$ cat config.mk
export PLATFORM = sky130hd
export DESIGN_NAME = cgs_ctrl
export DESIGN_NICKNAME = d
export VERILOG_FILES = /design/src/rtl/cgs_pkg.sv /design/src/rtl/cgs_polarity.sv /design/src/rtl/cgs_lane.sv /design/src/rtl/cgs_link.sv /design/src/rtl/cgs_ctrl.sv
export SDC_FILE = /design/constraint.sdc
export NUM_CORES = 1
export LEC_CHECK = 0
export BUFFER_PORTS_ARGS = -buffer_cell sky130_fd_sc_hd__buf_2
export CAP_MARGIN = 20
export CORE_ASPECT_RATIO = 0.6
export CORE_MARGIN = 5
export CORE_UTILIZATION = 49
export CTS_CLUSTER_DIAMETER = 80
export DETAILED_ROUTE_END_ITERATION = 8
export PLACE_DENSITY = 0.84
export RECOVER_POWER = 100
export SYNTH_ARGS = -nofsm -noshare
export SYNTH_HDL_FRONTEND = slang
export SYNTH_SLANG_ARGS = --single-unit
$ cat constraint.sdc
create_clock -name clk -period 3 [get_ports clk]
set_clock_uncertainty 0.05 [all_clocks]
set_input_delay 0.3 -clock clk [delete_from_list [all_inputs] [get_ports clk]]
set_output_delay 0.3 -clock clk [all_outputs]
set_load 0.01 [all_outputs]
$ cat src/rtl/cgs_pkg.sv
package cgs_pkg;
  typedef enum logic [1:0] {
    ST_HUNT   = 2'd0,
    ST_LOCKED = 2'd1,
    ST_DATA   = 2'd2
  } cgs_state_e;

  localparam logic [7:0] COMMA_OCTET = 8'hBC;
endpackage

$ cat src/rtl/cgs_polarity.sv
module cgs_polarity #(
  parameter int SYM_W = 10
) (
  input  logic             clk,
  input  logic             rst,
  input  logic             inv,
  input  logic [SYM_W-1:0] sym_in,
  output logic [SYM_W-1:0] sym_out
);
  always_ff @(posedge clk) begin
    if (rst) sym_out <= '0;
    else     sym_out <= sym_in ^ {SYM_W{inv}};
  end
endmodule

$ cat src/rtl/cgs_lane.sv
module cgs_lane
  import cgs_pkg::*;
#(
  parameter int MIN_K   = 4,
  parameter int ERR_WIN = 4,
  parameter int ERR_LIM = 3,
  parameter int ECNT_W  = 8
) (
  input  logic              clk,
  input  logic              rst,
  input  logic              en,
  input  logic              sync_n,
  input  logic              err_clr,
  input  logic [7:0]        octet,
  input  logic              is_k,
  input  logic              disp_err,
  input  logic              nit_err,
  output cgs_state_e        state,
  output logic              ila_start,
  output logic [ECNT_W-1:0] err_cnt
);
  localparam int RUN_W  = $clog2(MIN_K + 1);
  localparam int HIST_W = ERR_WIN - 1;
  localparam logic [RUN_W-1:0] RUN_LAST = RUN_W'(MIN_K - 1);

  logic [RUN_W-1:0]   run_q;
  logic [HIST_W-1:0]  hist_q;
  logic [ERR_WIN-1:0] win;
  logic               code_err;
  logic               is_comma;
  logic               win_trip;

  assign code_err = disp_err | nit_err;
  assign is_comma = is_k && (octet == COMMA_OCTET) && !code_err;
  assign win      = {hist_q, code_err};
  assign win_trip = ($countones(win) >= ERR_LIM);

  always_ff @(posedge clk) begin
    if (rst) begin
      state     <= ST_HUNT;
      run_q     <= '0;
      hist_q    <= '0;
      ila_start <= 1'b0;
      err_cnt   <= '0;
    end else begin
      if (err_clr)
        err_cnt <= '0;
      else if (en && code_err && (err_cnt != {ECNT_W{1'b1}}))
        err_cnt <= err_cnt + 1'b1;

      ila_start <= 1'b0;

      if (!en) begin
        state  <= ST_HUNT;
        run_q  <= '0;
        hist_q <= '0;
      end else begin
        case (state)
          ST_HUNT: begin
            if (is_comma) begin
              if (run_q == RUN_LAST) begin
                state  <= ST_LOCKED;
                run_q  <= '0;
                hist_q <= '0;
              end else begin
                run_q <= run_q + 1'b1;
              end
            end else begin
              run_q <= '0;
            end
          end
          default: begin
            if ((state == ST_DATA) && !sync_n) begin
              state  <= ST_HUNT;
              run_q  <= '0;
              hist_q <= '0;
            end else if (win_trip) begin
              state  <= ST_HUNT;
              run_q  <= '0;
              hist_q <= '0;
            end else begin
              hist_q <= win[HIST_W-1:0];
              if ((state == ST_LOCKED) && sync_n && !is_comma && !code_err) begin
                state     <= ST_DATA;
                ila_start <= 1'b1;
              end
            end
          end
        endcase
      end
    end
  end
endmodule

$ cat src/rtl/cgs_link.sv
module cgs_link #(
  parameter int LANES = 4
) (
  input  logic             clk,
  input  logic             rst,
  input  logic [LANES-1:0] lane_en,
  input  logic [LANES-1:0] lane_ready,
  input  logic             force_low,
  output logic             sync_n
);
  logic all_ok;

  assign all_ok = (|lane_en) && (&(lane_ready | ~lane_en));

  always_ff @(posedge clk) begin
    if (rst) sync_n <= 1'b0;
    else     sync_n <= all_ok && !force_low;
  end
endmodule

$ cat src/rtl/cgs_ctrl.sv
module cgs_ctrl
  import cgs_pkg::*;
#(
  parameter int LANES   = 4,
  parameter int SYM_W   = 10,
  parameter int MIN_K   = 4,
  parameter int ERR_WIN = 4,
  parameter int ERR_LIM = 3,
  parameter int ECNT_W  = 8
) (
  input  logic                  clk,
  input  logic                  rst,
  input  logic [LANES-1:0]      lane_en,
  input  logic                  force_sync_low,
  input  logic                  err_clr,
  input  logic [LANES-1:0]      pol_inv,
  input  logic [LANES*SYM_W-1:0] rx_sym,
  output logic [LANES*SYM_W-1:0] dec_sym,
  input  logic [LANES*8-1:0]    rx_octet,
  input  logic [LANES-1:0]      rx_is_k,
  input  logic [LANES-1:0]      rx_disp_err,
  input  logic [LANES-1:0]      rx_nit_err,
  output logic                  sync_n,
  output logic [LANES*2-1:0]    lane_state,
  output logic [LANES-1:0]      ila_start,
  output logic [LANES*ECNT_W-1:0] err_cnt
);
  cgs_state_e       st_w  [LANES];
  logic [LANES-1:0] ready_w;

  for (genvar gl = 0; gl < LANES; gl++) begin : g_lane
    cgs_polarity #(.SYM_W(SYM_W)) u_pol (
      .clk     (clk),
      .rst     (rst),
      .inv     (pol_inv[gl]),
      .sym_in  (rx_sym[gl*SYM_W +: SYM_W]),
      .sym_out (dec_sym[gl*SYM_W +: SYM_W])
    );

    cgs_lane #(
      .MIN_K   (MIN_K),
      .ERR_WIN (ERR_WIN),
      .ERR_LIM (ERR_LIM),
      .ECNT_W  (ECNT_W)
    ) u_lane (
      .clk       (clk),
      .rst       (rst),
      .en        (lane_en[gl]),
      .sync_n    (sync_n),
      .err_clr   (err_clr),
      .octet     (rx_octet[gl*8 +: 8]),
      .is_k      (rx_is_k[gl]),
      .disp_err  (rx_disp_err[gl]),
      .nit_err   (rx_nit_err[gl]),
      .state     (st_w[gl]),
      .ila_start (ila_start[gl]),
      .err_cnt   (err_cnt[gl*ECNT_W +: ECNT_W])
    );

    assign lane_state[gl*2 +: 2] = st_w[gl];
    assign ready_w[gl]           = (st_w[gl] != ST_HUNT);
  end

  cgs_link #(.LANES(LANES)) u_link (
    .clk        (clk),
    .rst        (rst),
    .lane_en    (lane_en),
    .lane_ready (ready_w),
    .force_low  (force_sync_low),
    .sync_n     (sync_n)
  );
endmodule

==> impl_metrics.ini, run 1 <==
[status]
result_of_the_run = finished, final reports clean

[detailed_routing]
post_route_antenna_net_violation_count = 0
routed_via_density = 5.28
vias = 4334
drt-total-wl_mm = 12.3
firstDrtPassIters = 5
dr.first_iter.drc_count = 228
dr_drc_count = 0
route.detailed.wl_per_inst_um = 14.9

[logic_synthesis]
synth.most_common_cell = sky130_fd_sc_hd__dfxtp_1
post_synthesis_cell_type_count = 60
synth_common_cells = sky130_fd_sc_hd__dfxtp_1, sky130_fd_sc_hd__nor2_1, sky130_fd_sc_hd__xnor2_1, sky130_fd_sc_hd__a21oi_1, sky130_fd_sc_hd__inv_1
yosys_warnings = 0
synth_top_flop_cell = sky130_fd_sc_hd__dfxtp_1
synth.cell_area_um2 = 4830
mappedNetlistNets = 626
synth-edff-count = 0
synth_sequential_area_ratio_pct = 45.2
postSynth.asyncResetShare_pct = 0
yosys.area.top_type = sky130_fd_sc_hd__dfxtp_1
area_contributors_post_synth = sky130_fd_sc_hd__dfxtp_1, sky130_fd_sc_hd__xnor2_1, sky130_fd_sc_hd__nor2_1, sky130_fd_sc_hd__ha_1, sky130_fd_sc_hd__a22o_1
ys_ff_latch = 109
syn-instance-count = 506
synth_top_area_share_pct = 45.2
synth.avg_cell_area_um2 = 9.54

[floorplanning]
start_util_pct = 49.6
dieHeight_um = 86.9
chipWidth_um = 138
die-area_um2 = 12000
io_pins = 181
core_area_um2 = 9740
row_count = 28

[timing]
timing.final.max_slew_violations = 0
worst_pin_slew_ns = 1.22
period_needed_ns = 2.36
timing.final.setup_violations = 0
max_freq_mhz = 423
hold_viol_final = 0
final.setup.worst_slack_ns = 0.638
rsz0062_at_grt = no
period_share_pct = 78.7
fin_tns_setup_ns = 0
max_slew_margin_pct = 18.9

[clock_tree]
holdBufCountCts = 0
tritoncts = built
cts-root-buf = sky130_fd_sc_hd__clkbuf_16
post_cts_resize_count = 0
cts.clk_slew.worst_paths_ns = 0.07
ctsLongestPathBuffers = 2
insertion_delay_ns = 0.34
tritoncts_num_sinks = 109
cts_setup_buffers = 0
cts_inserted_buffers = 9
cts_htree_levels = 3

[critical_path]
worstPathMaxFanout = 7
path_cells = clkbuf_1 > nor2_1 > inv_1 > ha_1 > ha_1 > inv_1 > fa_1 > nand2b_1 > and3_1 > nor2b_1 > a21boi_0
critPathRequiredTime_ns = 3.21
rr_endpoint = g_lane[3].u_lane.state[1]$_SDFFE_PP0P_
timing.rr.start = g_lane[3].u_lane.hist_q[1]$_SDFFE_PP0P_
worst_path_max_delay_cell = sky130_fd_sc_hd__fa_1
startpoint_type = input pin
cp_slowest_stage_delay_ns = 0.49
critPathKind = input pin to register
end_kind = register
cp.arrival_ns = 2.58
worstRegToRegCells = 8
rrSetupSlack_ns = 0.64

[hold_path]
end_point_of_the_most_critical_hold_path = u_link.sync_n$_SDFF_PP0_
min_delay_path_depth = 2
hold_path.class = input pin to register
min_from = force_sync_low

[grt]
grt_overflow_total = 0
grt_pass1_vias = 4301
global_route_wire_length_before_repair_mm = 19.7
track_usage_pct = 19.9
grt_antenna_before_repair = 0
pin_count_of_the_biggest_net_entering_global_routing = 31

[finish]
number_of_inserted_diodes = 0
post-route-util_pct = 61.6
nNetsFinal = 801
num-fill-cells = 895
fraction_of_layout_instances_using_a_drive_strength_above_1_pct = 16.9
syn2layout_area_growth_pct = 24.3

[pwr]
max-vdd-ir-drop_v = 0.000331
power.static_leakage_nw = 2.32
power_density_nw_per_um2 = 488

[placement]
portBuffers = 180
hpwl_mm = 9.58
place_congestion = 0.871
preCtsSetupSlack_ns = 0.314

[flow_run]
drv.max_cap_violation_count = 0
[flip-flops by register name (all words and copies together) (netlist names)]
signal / count
g_lane.u_lane.hist_q: 12
u_link.sync_n: 1
g_lane.u_lane.ila_start: 4
g_lane.u_lane.err_cnt: 32
g_lane.u_lane.state: 8
g_lane.u_pol.sym_out: 40
g_lane.u_lane.run_q: 12
[cells in the final DEF (no fill, tap or decap), types with 5 or more instances in the layout]
cell	count
sky130_fd_sc_hd__nand2_1	14
sky130_fd_sc_hd__o31ai_1	5
sky130_fd_sc_hd__nand2b_1	6
sky130_fd_sc_hd__nor2_1	69
sky130_fd_sc_hd__dfxtp_1	109
sky130_fd_sc_hd__xor2_1	5
sky130_fd_sc_hd__nand4_1	7
sky130_fd_sc_hd__and3_1	6
sky130_fd_sc_hd__a22o_1	16
sky130_fd_sc_hd__nand3_1	16
sky130_fd_sc_hd__a21oi_1	22
sky130_fd_sc_hd__clkbuf_16	9
sky130_fd_sc_hd__clkbuf_1	90
sky130_fd_sc_hd__nor2b_1	11
sky130_fd_sc_hd__ha_1	20
sky130_fd_sc_hd__nor3_1	6
sky130_fd_sc_hd__o21ai_0	15
sky130_fd_sc_hd__o21a_1	7
sky130_fd_sc_hd__inv_1	22
sky130_fd_sc_hd__xnor2_1	42
sky130_fd_sc_hd__mux2i_1	6
sky130_fd_sc_hd__or3_1	12
sky130_fd_sc_hd__buf_2	91
sky130_fd_sc_hd__or4_1	5
[per-layer routing]
layer | track usage (%) | wire length [µm] | up-vias
li1 | - | - | 2137
met1 | 24.5 | 5440 | 2044
met2 | 33.8 | 5890 | 135
met3 | 6.53 | 793 | 18
met4 | 5.56 | 129 | 0
met5 | 0 | 0 | -
[worst max-delay path, delay by kind of cell]
kind                     cells  cell delay [ns]
AND/OR/NAND/NOR              4             0.94
adder cells (fa/ha/maj)      3             0.90
buffers and inverters        3             0.22
AO/OA/AOI/OAI                1             0.22
[power breakdown]
| group | leakage (nW) | switching (mW) | internal (mW) |
|---|---|---|---|
| combinational | 1.30 | 0.158 | 0.130 |
| sequential | 0.889 | 0.0162 | 1.49 |
| clock | 0.133 | 0.539 | 0.592 |
| total | 2.32 | 0.713 | 2.21 |
[through the flow]
step | hold slack, ns | power (mW) | cells | instance area [µm²]
3_5_place_dp | 0.382 | 1.84 | 805 | 5830
3_3_place_gp | 0.376 | 1.83 | 805 | 5830
4_1_cts | 0.0819 | 2.97 | 821 | 6120
5_1_grt | 0.0976 | 3.06 | 821 | 6000
6_report | 0.0927 | 2.93 | 821 | 6000
2_1_floorplan | 0.340 | 1.70 | 506 | 4830
[how the worst max path moves through the flow]
stage,cells past startpoint,slack [ns],endpoint,from
after floorplan,8,0.61,g_lane[2].u_lane.hist_q[0]$_SDFFE_PP0P_,rx_nit_err[2]
after global placement,11,0.48,g_lane[3].u_lane.state[1]$_SDFFE_PP0P_,rx_nit_err[3]
after detailed placement,11,0.31,g_lane[3].u_lane.state[1]$_SDFFE_PP0P_,rx_nit_err[3]
after CTS,8,0.67,g_lane[3].u_lane.state[1]$_SDFFE_PP0P_,g_lane[3].u_lane.hist_q[1]$_SDFFE_PP0P_
after global routing,11,0.42,g_lane[3].u_lane.state[1]$_SDFFE_PP0P_,rx_nit_err[3]
final,11,0.64,g_lane[3].u_lane.state[1]$_SDFFE_PP0P_,rx_nit_err[3]
[cells by family (layout without fill, tap and decap cells)]
| family | Yosys count | after routing | share of synthesized area, % |
|---|---|---|---|
| flip-flops | 109 | 109 | 45.2 |
| multiplexers | 7 | 7 | 1.48 |
| XOR/XNOR | 47 | 47 | 8.52 |
| adder cells (fa/ha/maj) | 24 | 24 | 6.84 |
| buffers and inverters | 40 | 220 | 3.45 |
| AO/OA/AOI/OAI | 93 | 93 | 13.3 |
| AND/OR/NAND/NOR | 186 | 186 | 21.2 |
[cell type report]
cell class	count	area, µm²	area share [%]
Inverter	22	82.6	1.38
Sequential cell	109	2180	36.4
Clock inverter	6	47.5	0.792
Clock buffer	10	239	3.98
Tap cell	135	169	2.81
Timing Repair Buffer	182	801	13.3
Multi-Input combinational cell	357	2480	41.3
(Power assumes the default switching activity.)
==> inputs of run 2 (changes only) <==
--- a/config.mk
+++ b/config.mk
@@ -9,10 +9,10 @@
 export CAP_MARGIN = 20
 export CORE_ASPECT_RATIO = 0.6
 export CORE_MARGIN = 5
-export CORE_UTILIZATION = 49
+export CORE_UTILIZATION = 44
 export CTS_CLUSTER_DIAMETER = 80
 export DETAILED_ROUTE_END_ITERATION = 8
-export PLACE_DENSITY = 0.84
+export PLACE_DENSITY = 0.8
 export RECOVER_POWER = 100
 export SYNTH_ARGS = -nofsm -noshare
 export SYNTH_HDL_FRONTEND = slang
==> constraint.sdc (replaced) <==
create_clock -name clk -period 2 [get_ports clk]
set_clock_uncertainty 0.05 [all_clocks]
set_input_delay 0.2 -clock clk [delete_from_list [all_inputs] [get_ports clk]]
set_output_delay 0.2 -clock clk [all_outputs]
set_load 0.01 [all_outputs]
==> impl_metrics.ini, run 2 (synthesis gave the netlist of run 1 again) <==
[status]
result_of_the_run = finished, violations left
failed_checks = negative setup slack

[detailed_routing]
firstDrtPassIters = 4
post_route_antenna_net_violation_count = 0
detailroute.wirelength.met3_mm = 1.06
dr.first_iter.drc_count = 179
vias = 4395
routed_via_density = 5.20
route.met2.wl_mm = 6.26
drt-total-wl_mm = 13.0
route.layer.met1.wl_mm = 5.53
dr_drc_count = 0
route.detailed.wl_per_inst_um = 15.4
topRoutingLayerUsed = met4

[pwr]
power_density_nw_per_um2 = 714
power.static_leakage_nw = 2.49
final_total_power_mw = 4.62
max-vdd-ir-drop_v = 0.000519

[grt]
global_route_wire_length_before_repair_mm = 20.7
grt_pass1_vias = 4422
track_usage_pct = 18.6
pin_count_of_the_biggest_net_entering_global_routing = 41
grt_antenna_before_repair = 0
grt_overflow_total = 0

[timing]
worst_pin_slew_ns = 0.764
period_share_pct = 104
max_freq_mhz = 479
timing.final.setup_violations = 17
max_slew_margin_pct = 49.1
rsz0062_at_grt = yes
fin_tns_setup_ns = -0.648
period_needed_ns = 2.09
timing.final.max_slew_violations = 0
final.setup.worst_slack_ns = -0.0873
hold_viol_final = 0

[finish]
num-fill-cells = 962
number_of_inserted_diodes = 0
fraction_of_layout_instances_using_a_drive_strength_above_1_pct = 25.8
sequential_cell_area_um2 = 2200
final_cell_count_no_fill = 845
layout_common_cells = sky130_fd_sc_hd__dfxtp_1, sky130_fd_sc_hd__buf_2, sky130_fd_sc_hd__clkbuf_1
largest_register_ffs = 40
max_flop_register = g_lane.u_pol.sym_out
syn2layout_area_growth_pct = 34.0
nNetsFinal = 821
most_common_library_cell_in_the_layout_ignoring_fill_and_taps = sky130_fd_sc_hd__dfxtp_1
multi_input_area_um2 = 2740
post-route-util_pct = 60.9
largest_registers = g_lane.u_pol.sym_out x40, g_lane.u_lane.err_cnt x32

[placement]
portBuffers = 180
numPlacedInstances = 826
hpwl_mm = 10.2
place_congestion = 0.893
preCtsSetupSlack_ns = -0.331

[clock_tree]
cts_inserted_buffers = 9
insertion_delay_ns = 0.33
tritoncts_num_sinks = 109
cts_htree_levels = 3
tritoncts = built
ctsLongestPathBuffers = 2
cts.clk_slew.worst_paths_ns = 0.07
cts-root-buf = sky130_fd_sc_hd__clkbuf_16

[floorplanning]
row_count = 29
die-area_um2 = 13200
core_area_um2 = 10600
start_util_pct = 45.4
io_pins = 181
chipWidth_um = 145
dieHeight_um = 91.2

[critical_path]
cp.arrival_ns = 2.31
worstPathMaxFanout = 5
startpoint_type = register
critPathKind = register to register
critPathRequiredTime_ns = 2.23
end_kind = register

[flow_run]
drv.max_cap_violation_count = 0

[hold_path]
hold_path.class = input pin to register
run 2: cell types whose count changed in the layout (fill, tap and decap cells not counted), sizes merged:
cell	change
buf	+20
bufinv	+2
clkinvlp	-2
dlygate4sd3	+1
inv	-1
run 2: repair_timing:
| item | 4_1_cts | 5_1_grt |
|---|---|---|
| hold endpoints to repair | 1 | 0 |
| pin swaps | 13 | 17 |
| endpoints found under the setup margin | 26 | 35 |
| setup buffers | 2 | 0 |
| hold buffers | 1 | 0 |
| resized for setup | 18 | 18 |
run 2: final timing paths:
kind | startpoint | to | slack (ns) | cells past startpoint
worst max register to register | g_lane[0].u_lane.hist_q[1]$_SDFFE_PP0P_ | g_lane[0].u_lane.state[0]$_SDFFE_PP0P_ | -0.09 | 8
worst min register to register | g_lane[1].u_lane.run_q[2]$_SDFFE_PP0P_ | g_lane[1].u_lane.run_q[2]$_SDFFE_PP0P_ | 0.41 | 1
worst max-delay path | g_lane[0].u_lane.hist_q[1]$_SDFFE_PP0P_ | g_lane[0].u_lane.state[0]$_SDFFE_PP0P_ | -0.09 | 8
worst min-delay path | rx_sym[17] | g_lane[1].u_pol.sym_out[7]$_SDFF_PP0_ | 0.05 | 3
run 2: worst max-delay path: stages (launching register included):
cell and delay (ns):
sky130_fd_sc_hd__dfxtp_2 0.35, sky130_fd_sc_hd__ha_4 0.28, sky130_fd_sc_hd__ha_4 0.12, sky130_fd_sc_hd__inv_2 0.03, sky130_fd_sc_hd__fa_1 0.47, sky130_fd_sc_hd__nor2b_1 0.06, sky130_fd_sc_hd__nor4b_2 0.30, sky130_fd_sc_hd__and2_4 0.22
sky130_fd_sc_hd__a32o_1 0.16
run 2: metrics by stage:
| step | instance area (µm²) | hold slack, ns |
|---|---|---|
| floorplan | 4930 | 0.240 |
| global placement | 6060 | 0.357 |
| detailed placement | 6060 | 0.356 |
| CTS | 6510 | 0.0396 |
| global route | 6470 | 0.0461 |
| finish | 6470 | 0.0477 |
run 2: where the power goes:
group / switching (mW) / internal (mW) / total [mW]
combinational: 0.251 / 0.225 / 0.476
clock: 0.774 / 1.10 / 1.88
sequential: 0.0249 / 2.24 / 2.26
run 2: per-layer routing:
metal | vias to the layer above | track usage, %
met5 | - | 0
met4 | 0 | 4.50
met3 | 18 | 6.62
met2 | 154 | 31.9
met1 | 2051 | 22.5
li1 | 2172 | -
run 2: cell type report:
cell class | count | area share [%]
Clock inverter | 5 | 1.32
Clock buffer | 11 | 3.60
Multi-Input combinational cell | 357 | 42.4
Tap cell | 139 | 2.69
Inverter | 22 | 1.28
Sequential cell | 109 | 34.0
Timing Repair Buffer | 202 | 14.8
